**src/rtl/sa_cache_pkg.sv**
```systemverilog
package sa_cache_pkg;
  localparam int unsigned ADDR_W     = 10;
  localparam int unsigned WORD_W     = 32;
  localparam int unsigned BYTE_OFF_W = 2;
  localparam int unsigned BLK_OFF_W  = 2;
  localparam int unsigned BLK_WORDS  = 1 << BLK_OFF_W;

  typedef enum logic [1:0] {
    ST_IDLE,
    ST_LOOKUP,
    ST_FILL,
    ST_RESP
  } ctrl_state_e;
endpackage

```
**src/rtl/sa_tag_match.sv**
```systemverilog
module sa_tag_match #(
  parameter int unsigned WAYS  = 4,
  parameter int unsigned TAG_W = 5
) (
  input  logic                           clk_i,
  input  logic                           rst_ni,
  input  logic [TAG_W-1:0]               tag_i,
  input  logic [WAYS-1:0][TAG_W-1:0]     way_tag_i,
  input  logic [WAYS-1:0]                way_valid_i,
  output logic                           hit_o,
  output logic [((WAYS>1)?$clog2(WAYS):1)-1:0] hit_way_o
);
  localparam int unsigned WAY_W = (WAYS > 1) ? $clog2(WAYS) : 1;

  logic [WAYS-1:0] hit_vec;

  for (genvar g = 0; g < WAYS; g++) begin : g_cmp
    assign hit_vec[g] = way_valid_i[g] && (way_tag_i[g] == tag_i);
  end

  always_comb begin
    hit_way_o = '0;
    for (int w = 0; w < WAYS; w++) begin
      if (hit_vec[w]) hit_way_o = WAY_W'(w);
    end
  end

  assign hit_o = |hit_vec;

  AST_SINGLE_MATCH: assert property (@(posedge clk_i) disable iff (!rst_ni)
    $onehot0(hit_vec));
endmodule

```
**src/rtl/sa_victim_pick.sv**
```systemverilog
module sa_victim_pick #(
  parameter int unsigned WAYS = 4
) (
  input  logic                                  clk_i,
  input  logic                                  rst_ni,
  input  logic [WAYS-1:0]                       valid_i,
  input  logic [WAYS-1:0]                       use_i,
  output logic [((WAYS>1)?$clog2(WAYS):1)-1:0]  victim_o
);
  localparam int unsigned WAY_W = (WAYS > 1) ? $clog2(WAYS) : 1;

  logic picked;

  // priority: lowest invalid, then lowest unused, then way 0
  always_comb begin
    victim_o = '0;
    picked   = 1'b0;
    for (int w = 0; w < WAYS; w++) begin
      if (!picked && !valid_i[w]) begin
        victim_o = WAY_W'(w);
        picked   = 1'b1;
      end
    end
    for (int w = 0; w < WAYS; w++) begin
      if (!picked && !use_i[w]) begin
        victim_o = WAY_W'(w);
        picked   = 1'b1;
      end
    end
  end

  AST_FILL_EMPTY_FIRST: assert property (@(posedge clk_i) disable iff (!rst_ni)
    !(&valid_i) |-> !valid_i[victim_o]);
  AST_EVICT_UNUSED: assert property (@(posedge clk_i) disable iff (!rst_ni)
    ((&valid_i) && !(&use_i)) |-> !use_i[victim_o]);
endmodule

```
**src/rtl/sa_use_tracker.sv**
```systemverilog
module sa_use_tracker #(
  parameter int unsigned NUM_BLOCKS   = 8,
  parameter int unsigned CLEAR_PERIOD = 16
) (
  input  logic                          clk_i,
  input  logic                          rst_ni,
  input  logic                          access_i,
  input  logic                          set_i,
  input  logic [$clog2(NUM_BLOCKS)-1:0] set_blk_i,
  output logic [NUM_BLOCKS-1:0]         use_o
);
  localparam int unsigned CNT_W = (CLEAR_PERIOD > 1) ? $clog2(CLEAR_PERIOD) : 1;

  logic [CNT_W-1:0]      cnt_q;
  logic [NUM_BLOCKS-1:0] use_q;
  logic                  tick;

  assign tick = access_i && (cnt_q == CNT_W'(CLEAR_PERIOD - 1));

  always_ff @(posedge clk_i or negedge rst_ni) begin
    if (!rst_ni) begin
      cnt_q <= '0;
    end else if (access_i) begin
      cnt_q <= tick ? '0 : cnt_q + 1'b1;
    end
  end

  always_ff @(posedge clk_i or negedge rst_ni) begin
    if (!rst_ni) begin
      use_q <= '0;
    end else if (tick) begin
      use_q <= '0;
    end else if (set_i) begin
      use_q[set_blk_i] <= 1'b1;
    end
  end

  assign use_o = use_q;

  AST_PERIOD_CLEAR: assert property (@(posedge clk_i) disable iff (!rst_ni)
    tick |=> (use_o == '0));
  AST_USE_MARK: assert property (@(posedge clk_i) disable iff (!rst_ni)
    (set_i && !tick) |=> use_o[$past(set_blk_i)]);
endmodule

```
**src/rtl/sa_line_store.sv**
```systemverilog
module sa_line_store
  import sa_cache_pkg::*;
#(
  parameter int unsigned NUM_BLOCKS = 8,
  parameter int unsigned WAYS       = 4,
  parameter int unsigned TAG_W      = 5
) (
  input  logic                          clk_i,
  input  logic                          rst_ni,
  input  logic [$clog2(NUM_BLOCKS)-1:0] rd_base_i,
  output logic [WAYS-1:0][TAG_W-1:0]    set_tag_o,
  output logic [WAYS-1:0]               set_valid_o,
  input  logic [$clog2(NUM_BLOCKS)-1:0] rd_blk_i,
  input  logic [BLK_OFF_W-1:0]          rd_word_i,
  output logic [WORD_W-1:0]             rd_data_o,
  input  logic                          wr_en_i,
  input  logic [$clog2(NUM_BLOCKS)-1:0] wr_blk_i,
  input  logic [BLK_OFF_W-1:0]          wr_word_i,
  input  logic [WORD_W-1:0]             wr_data_i,
  input  logic                          commit_i,
  input  logic [$clog2(NUM_BLOCKS)-1:0] commit_blk_i,
  input  logic [TAG_W-1:0]              commit_tag_i
);
  localparam int unsigned BLK_W = $clog2(NUM_BLOCKS);

  logic [NUM_BLOCKS-1:0][TAG_W-1:0] tags_q;
  logic [NUM_BLOCKS-1:0]            valid_q;
  logic [WORD_W-1:0]                data_q [NUM_BLOCKS][BLK_WORDS];

  always_ff @(posedge clk_i or negedge rst_ni) begin
    if (!rst_ni) begin
      tags_q  <= '0;
      valid_q <= '0;
    end else if (commit_i) begin
      tags_q[commit_blk_i]  <= commit_tag_i;
      valid_q[commit_blk_i] <= 1'b1;
    end
  end

  always_ff @(posedge clk_i) begin
    if (wr_en_i) data_q[wr_blk_i][wr_word_i] <= wr_data_i;
  end

  for (genvar g = 0; g < WAYS; g++) begin : g_set_rd
    assign set_tag_o[g]   = tags_q[rd_base_i | BLK_W'(g)];
    assign set_valid_o[g] = valid_q[rd_base_i | BLK_W'(g)];
  end

  assign rd_data_o = data_q[rd_blk_i][rd_word_i];

  AST_COMMIT_VALID: assert property (@(posedge clk_i) disable iff (!rst_ni)
    commit_i |=> valid_q[$past(commit_blk_i)]);
endmodule

```
**src/rtl/sa_read_cache.sv**
```systemverilog
module sa_read_cache
  import sa_cache_pkg::*;
#(
  parameter int unsigned WAYS         = 4,
  parameter int unsigned NUM_BLOCKS   = 8,
  parameter int unsigned CLEAR_PERIOD = 16
) (
  input  logic              clk_i,
  input  logic              rst_ni,
  input  logic              req_valid_i,
  input  logic [ADDR_W-1:0] req_addr_i,
  output logic              ready_o,
  output logic              resp_valid_o,
  output logic              resp_hit_o,
  output logic [WORD_W-1:0] resp_data_o,
  output logic              mem_req_o,
  output logic [ADDR_W-1:0] mem_addr_o,
  input  logic              mem_valid_i,
  input  logic [WORD_W-1:0] mem_data_i
);
  localparam int unsigned SETS   = NUM_BLOCKS / WAYS;
  localparam int unsigned IDX_W  = $clog2(SETS);
  localparam int unsigned LOW_W  = BYTE_OFF_W + BLK_OFF_W;
  localparam int unsigned TAG_W  = ADDR_W - LOW_W - IDX_W;
  localparam int unsigned WAY_W  = (WAYS > 1) ? $clog2(WAYS) : 1;
  localparam int unsigned WAY_SH = $clog2(WAYS);
  localparam int unsigned BLK_W  = $clog2(NUM_BLOCKS);

  ctrl_state_e          state_q;
  logic [ADDR_W-1:0]    addr_q;
  logic [BLK_OFF_W-1:0] word_cnt_q;
  logic [WAY_W-1:0]     victim_q;

  logic [TAG_W-1:0]     tag_q;
  logic [IDX_W-1:0]     idx_q;
  logic [BLK_OFF_W-1:0] woff_q;
  logic [BLK_W-1:0]     base_blk, hit_blk, fill_blk;

  logic [WAYS-1:0][TAG_W-1:0] set_tag;
  logic [WAYS-1:0]            set_valid, set_use;
  logic [NUM_BLOCKS-1:0]      use_all;
  logic                       hit;
  logic [WAY_W-1:0]           hit_way, victim;
  logic                       accept, lookup_hit, fill_wr, fill_last;
  logic [WORD_W-1:0]          rd_data;

  assign tag_q  = addr_q[ADDR_W-1 -: TAG_W];
  assign idx_q  = addr_q[LOW_W +: IDX_W];
  assign woff_q = addr_q[BYTE_OFF_W +: BLK_OFF_W];

  // block number = set * WAYS + way
  assign base_blk = BLK_W'(idx_q) << WAY_SH;
  assign hit_blk  = base_blk | BLK_W'(hit_way);
  assign fill_blk = base_blk | BLK_W'(victim_q);

  assign accept     = req_valid_i && (state_q == ST_IDLE);
  assign lookup_hit = (state_q == ST_LOOKUP) && hit;
  assign fill_wr    = (state_q == ST_FILL) && mem_valid_i;
  assign fill_last  = fill_wr && (word_cnt_q == BLK_OFF_W'(BLK_WORDS - 1));

  for (genvar g = 0; g < WAYS; g++) begin : g_set_use
    assign set_use[g] = use_all[base_blk | BLK_W'(g)];
  end

  always_ff @(posedge clk_i or negedge rst_ni) begin
    if (!rst_ni) begin
      state_q    <= ST_IDLE;
      addr_q     <= '0;
      word_cnt_q <= '0;
      victim_q   <= '0;
    end else begin
      unique case (state_q)
        ST_IDLE: if (accept) begin
          addr_q  <= req_addr_i;
          state_q <= ST_LOOKUP;
        end
        ST_LOOKUP: begin
          if (hit) begin
            state_q <= ST_IDLE;
          end else begin
            victim_q   <= victim;
            word_cnt_q <= '0;
            state_q    <= ST_FILL;
          end
        end
        ST_FILL: if (mem_valid_i) begin
          word_cnt_q <= word_cnt_q + 1'b1;
          if (fill_last) state_q <= ST_RESP;
        end
        ST_RESP: state_q <= ST_IDLE;
        default: state_q <= ST_IDLE;
      endcase
    end
  end

  sa_line_store #(
    .NUM_BLOCKS (NUM_BLOCKS),
    .WAYS       (WAYS),
    .TAG_W      (TAG_W)
  ) u_store (
    .clk_i        (clk_i),
    .rst_ni       (rst_ni),
    .rd_base_i    (base_blk),
    .set_tag_o    (set_tag),
    .set_valid_o  (set_valid),
    .rd_blk_i     ((state_q == ST_LOOKUP) ? hit_blk : fill_blk),
    .rd_word_i    (woff_q),
    .rd_data_o    (rd_data),
    .wr_en_i      (fill_wr),
    .wr_blk_i     (fill_blk),
    .wr_word_i    (word_cnt_q),
    .wr_data_i    (mem_data_i),
    .commit_i     (fill_last),
    .commit_blk_i (fill_blk),
    .commit_tag_i (tag_q)
  );

  sa_tag_match #(
    .WAYS  (WAYS),
    .TAG_W (TAG_W)
  ) u_match (
    .clk_i       (clk_i),
    .rst_ni      (rst_ni),
    .tag_i       (tag_q),
    .way_tag_i   (set_tag),
    .way_valid_i (set_valid),
    .hit_o       (hit),
    .hit_way_o   (hit_way)
  );

  sa_victim_pick #(
    .WAYS (WAYS)
  ) u_victim (
    .clk_i    (clk_i),
    .rst_ni   (rst_ni),
    .valid_i  (set_valid),
    .use_i    (set_use),
    .victim_o (victim)
  );

  sa_use_tracker #(
    .NUM_BLOCKS   (NUM_BLOCKS),
    .CLEAR_PERIOD (CLEAR_PERIOD)
  ) u_use (
    .clk_i     (clk_i),
    .rst_ni    (rst_ni),
    .access_i  (accept),
    .set_i     (lookup_hit || fill_last),
    .set_blk_i (lookup_hit ? hit_blk : fill_blk),
    .use_o     (use_all)
  );

  assign ready_o      = (state_q == ST_IDLE);
  assign resp_valid_o = lookup_hit || (state_q == ST_RESP);
  assign resp_hit_o   = (state_q == ST_LOOKUP);
  assign resp_data_o  = rd_data;
  assign mem_req_o    = (state_q == ST_FILL);
  assign mem_addr_o   = {addr_q[ADDR_W-1:LOW_W], word_cnt_q, {BYTE_OFF_W{1'b0}}};

  AST_HIT_NEXT_CYCLE: assert property (@(posedge clk_i) disable iff (!rst_ni)
    (resp_valid_o && resp_hit_o) |-> $past(req_valid_i && ready_o));
  AST_MISS_AFTER_WORD: assert property (@(posedge clk_i) disable iff (!rst_ni)
    (resp_valid_o && !resp_hit_o) |-> $past(mem_req_o && mem_valid_i));
  AST_MEM_ADDR_HOLD: assert property (@(posedge clk_i) disable iff (!rst_ni)
    (mem_req_o && !mem_valid_i) |=> (mem_req_o && $stable(mem_addr_o)));
  AST_READY_EXCLUSIVE: assert property (@(posedge clk_i) disable iff (!rst_ni)
    ready_o |-> (!resp_valid_o && !mem_req_o));
endmodule

```
**config.mk**
```make
export PLATFORM = sky130hd
export DESIGN_NAME = sa_read_cache
export DESIGN_NICKNAME = d
export VERILOG_FILES = /design/src/rtl/sa_cache_pkg.sv /design/src/rtl/sa_tag_match.sv /design/src/rtl/sa_victim_pick.sv /design/src/rtl/sa_use_tracker.sv /design/src/rtl/sa_line_store.sv /design/src/rtl/sa_read_cache.sv
export SDC_FILE = /design/constraint.sdc
export NUM_CORES = 1
export LEC_CHECK = 0
export ABC_AREA = 1
export BUFFER_PORTS_ARGS = -buffer_cell sky130_fd_sc_hd__buf_4
export CAP_MARGIN = 0
export CORE_ASPECT_RATIO = 1.75
export CORE_MARGIN = 3
export CORE_UTILIZATION = 35
export DETAILED_ROUTE_END_ITERATION = 8
export MAX_ROUTING_LAYER = met4
export RECOVER_POWER = 50
export SLEW_MARGIN = 25
export SYNTH_ARGS = -nofsm -noshare
export SYNTH_HDL_FRONTEND = slang
export SYNTH_SLANG_ARGS = --single-unit
export TNS_END_PERCENT = 30
```
**constraint.sdc**
```tcl
create_clock -name clk_i -period 5.4 [get_ports clk_i]
set_input_delay 0.27 -clock clk_i [delete_from_list [all_inputs] [get_ports clk_i]]
set_output_delay 0.27 -clock clk_i [all_outputs]
set_load 0.005 [all_outputs]
```
==> key figures <==
Floorplanning
  – Die width: 287 um
  – FP Rows: 179
  – Full die area: 0.142 mm2
  – I/O pins: 92
  – CORE AREA: 0.136 mm2
  – Initial Util: 35.4%
  – Die height: 497 um

CTS
  – Sink Count: 1098
  – CTS resizes: 0
  – Clk buf depth: 3
  – CTS tree: built
  – Root Driver: clkbuf_16
  – CTS Buf Count: 92
  – Worst-path clk slew: 60 ps
  – Clk Latency, worst-skew pair: 700 ps
  – H-tree Lvls: 3

Detailed routing
  – Drt drc: 0
  – Final wirelength: 137 mm
  – Antenna violation net count after detailed routing: 0
  – Routed wire per std cell: 21.1 um
  – Drt pass-1 iters: 5
  – Initial detailed-routing violation count: 2879
  – Total number of vias: 33500
  – DR vias/cell: 5.14

Global routing
  – GR Util All Layers: 19.5%
  – Global-route wire length before repair: 205 mm
  – Largest net degree at the start of global routing: 135
  – Initial antenna violation count: 7
  – Grt ovf: 0
  – Vias in the first global route: 32500

Setup path
  – Setup CP Type: register to output port
  – CP required: 5130 ps
  – Worst EP arrival: 4630 ps
  – Slowest CP cell: dfrtp_4
  – CP max stage delay: 700 ps
  – CP cell instances: inv_6 > o21ai_1 > nand2_1 > nor2_1 > nand3_1 > nand3_4 > buf_4 > buf_12 > nand3_1 > nand2_1 > nand2_1 > nand3_1 > nand3_1 > nand2_1 > nand2_1 > nand2_1 > buf_4
  – Crit-path max FO: 115
  – Setup crit start kind: register
  – Critical path's most frequent cell: nand2_1
  – Crit path buf inv count: 4
  – Crit-path leading delay family: simple AND/OR/NAND/NOR gates
  – Critical Path End Type: output port

STA
  – WHS: 178 ps
  – PnR worst setup slack: 501 ps
  – Fin crit share: 90.7%
  – Max-slew headroom: -59.2%
  – Slew Limit Fails: 72
  – RSZ-0062 raised after global routing: no
  – Final hold viol count: 0
  – Setup violations, final: 0
  – Setup TNS: 0 ps
  – Slew @ Worst Pin: 2390 ps
  – Min cycle time layout: 4900 ps
  – Clk_skew: 22.9 ps
  – Max Freq: 204 MHz

Layout
  – Area delta synth->final: 13.1%
  – Fin nets: 4679
  – Layout cell share with drive strength beyond 1: 7.14%
  – Cell area after layout: 0.0545 mm2

Power
  – Total power: 26.9 mW
  – Max VDD drop: 0.482 mV
  – Pleak: 21.9 nW
  – Pwr dens: 492 mW/mm2

Place
  – Post-DP HPWL: 73.6 mm
  – Port bufs: 87
  – Placed cell area: 0.0511 mm2
  – RePlAce Congestion: 0.779
  – Dpl ws: 1020 ps

Yosys
  – Async set-reset flop share out of synthesis: 6.74%
  – Mapped Cells: 4613
  – Synth Flop Type: edfxtp_1
  – #FFs+latches synth: 1098
  – EDFF count, synth: 1024
  – Synth top area share: 63.8%
  – Synth Area per Inst: 10.5 um2
  – Seq/Total Area, Yosys: 67.6%
  – Post-synth top area cell: edfxtp_1
  – Synth warn: 0
  – Ranking of synthesized cells by area: edfxtp_1, nand3_1, nand2_1
  – Mapped Area: 0.0482 mm2
  – Post-synth cell types: 29

Run status
  – Status: complete, but fails checks
  – Violated checks: capacitance limit, slew limit

Min path
  – HP Class: primary input to asynchronous set/reset pin

Job
  – Max_cap viols: 2
[final cells by class]
type / instances / area, um2
fill: 12800 / 81900
clock buffer: 115 / 2480
sequential: 1098 / 32600
inverter: 573 / 2160
antenna: 6 / 15.0
clock inverter: 55 / 632
tap: 1810 / 2260
timing repair buffer: 225 / 2050
multi-input combinational: 2638 / 12300
[worst reg2reg max path: cells and delay by family, from the launching register on]
kind | cells | cell delay (ps)
and+or+nand+nor | 2 | 1040
buffers and inverters | 4 | 1340
DFF | 1 | 700
[final timing paths]
check,from,endpoint,slack [ps],cells past startpoint
min reg2reg,u_store.valid_q[7],u_store.valid_q[7],470,2
max in group asynchronous,rst_ni,addr_q[4],4630,2
min in group clk_i,req_addr_i[9],addr_q[9],340,4
max reg2reg,addr_q[4],u_store.data_q[4][103],1930,6
min,rst_ni,u_store.tags_q[25],180,2
max,addr_q[4],resp_data_o[21],500,17
[cell usage after synthesis (8+ instances only)]
library cell  instances
buf_2               159
dfrtp_1              74
inv_1               566
nor3_1                8
buf_4                17
nand3_1            1105
a21oi_1              34
nand2_1            1189
edfxtp_1           1024
o21ai_0              61
nand3b_1            129
buf_1                30
clkbuf_1             96
nor2_1               82
[logic make-up (layout without fill, tap and decap cells)]
family,count (synthesis),count (layout),share of synthesized area (%)
XOR/XNOR,3,3,0.0545
AO/OA/AOI/OAI,107,107,1.17
flip-flops,1098,1098,67.6
other,1,8,0.00778
AND/OR/NAND/NOR,2521,2521,23.6
adder cells (fa/ha/maj),5,5,0.130
buffers and inverters,878,968,7.43
[power by group]
| group | switching, mW | total [mW] | leakage (nW) | internal (mW) |
|---|---|---|---|---|
| clock network | 3.07 | 6.97 | 1.51 | 3.90 |
| logic | 6.86 | 9.90 | 10.3 | 3.03 |
| registers | 0.293 | 9.99 | 10.1 | 9.70 |
| total | 10.2 | 26.9 | 21.9 | 16.6 |
[repair_timing]
item / CTS / global route
setup endpoints to repair: 0 / 1
hold buffers: 43 / 0
buffers inserted: 0 / 1
hold endpoints to repair: 1100 / 0
[stage by stage]
step                      cells  util, %
after floorplan            4614        -
after global placement     6296     37.4
after detailed placement   6300     37.5
after CTS                  6513     40.1
after global routing       6519     40.0
final                      6520     40.0
[metal layers]
metal  up-vias  global-route usage [%]  wire length [um]  share of wire (%)
li1      15500                       -                 -                  -
met1     16500                    22.9             52800                 38
met2      1194                    33.7             70700                 52
met3       254                    2.54              8190                6.0
met4         0                    7.90              5540                4.0
met5         -                       -                 0                  0
[flip-flops by register name, indices dropped and copies added (netlist names), named ones only]
register	flops
victim_q	2
addr_q	8
u_store.data_q	1024
u_use.use_o	8
u_store.valid_q	8
u_store.tags_q	40
state_q	1
word_cnt_q	2
u_use.cnt_q	4
[cell usage in the layout (no fill, tap or decap), types with 7 or more instances in the layout]
| master | synthesis | layout |
|---|---|---|
| clkinv_2 | 0 | 16 |
| nor2_1 | 82 | 50 |
| nand3b_1 | 129 | 129 |
| clkinv_1 | 4 | 18 |
| a21oi_1 | 34 | 34 |
| nor3_1 | 8 | 8 |
| dlygate4sd3_1 | 0 | 43 |
| clkbuf_16 | 0 | 94 |
| buf_4 | 17 | 111 |
| buf_12 | 0 | 26 |
| inv_1 | 566 | 565 |
| nand3_1 | 1105 | 1104 |
| o21ai_0 | 61 | 61 |
| o211ai_1 | 7 | 7 |
| nor2_4 | 0 | 32 |
| clkbuf_1 | 96 | 51 |
| edfxtp_1 | 1024 | 1024 |
| bufinv_16 | 0 | 13 |
| dfrtp_1 | 74 | 72 |
| nand2_1 | 1189 | 1189 |
No activity file was read; power rests on OpenSTA's default activity.
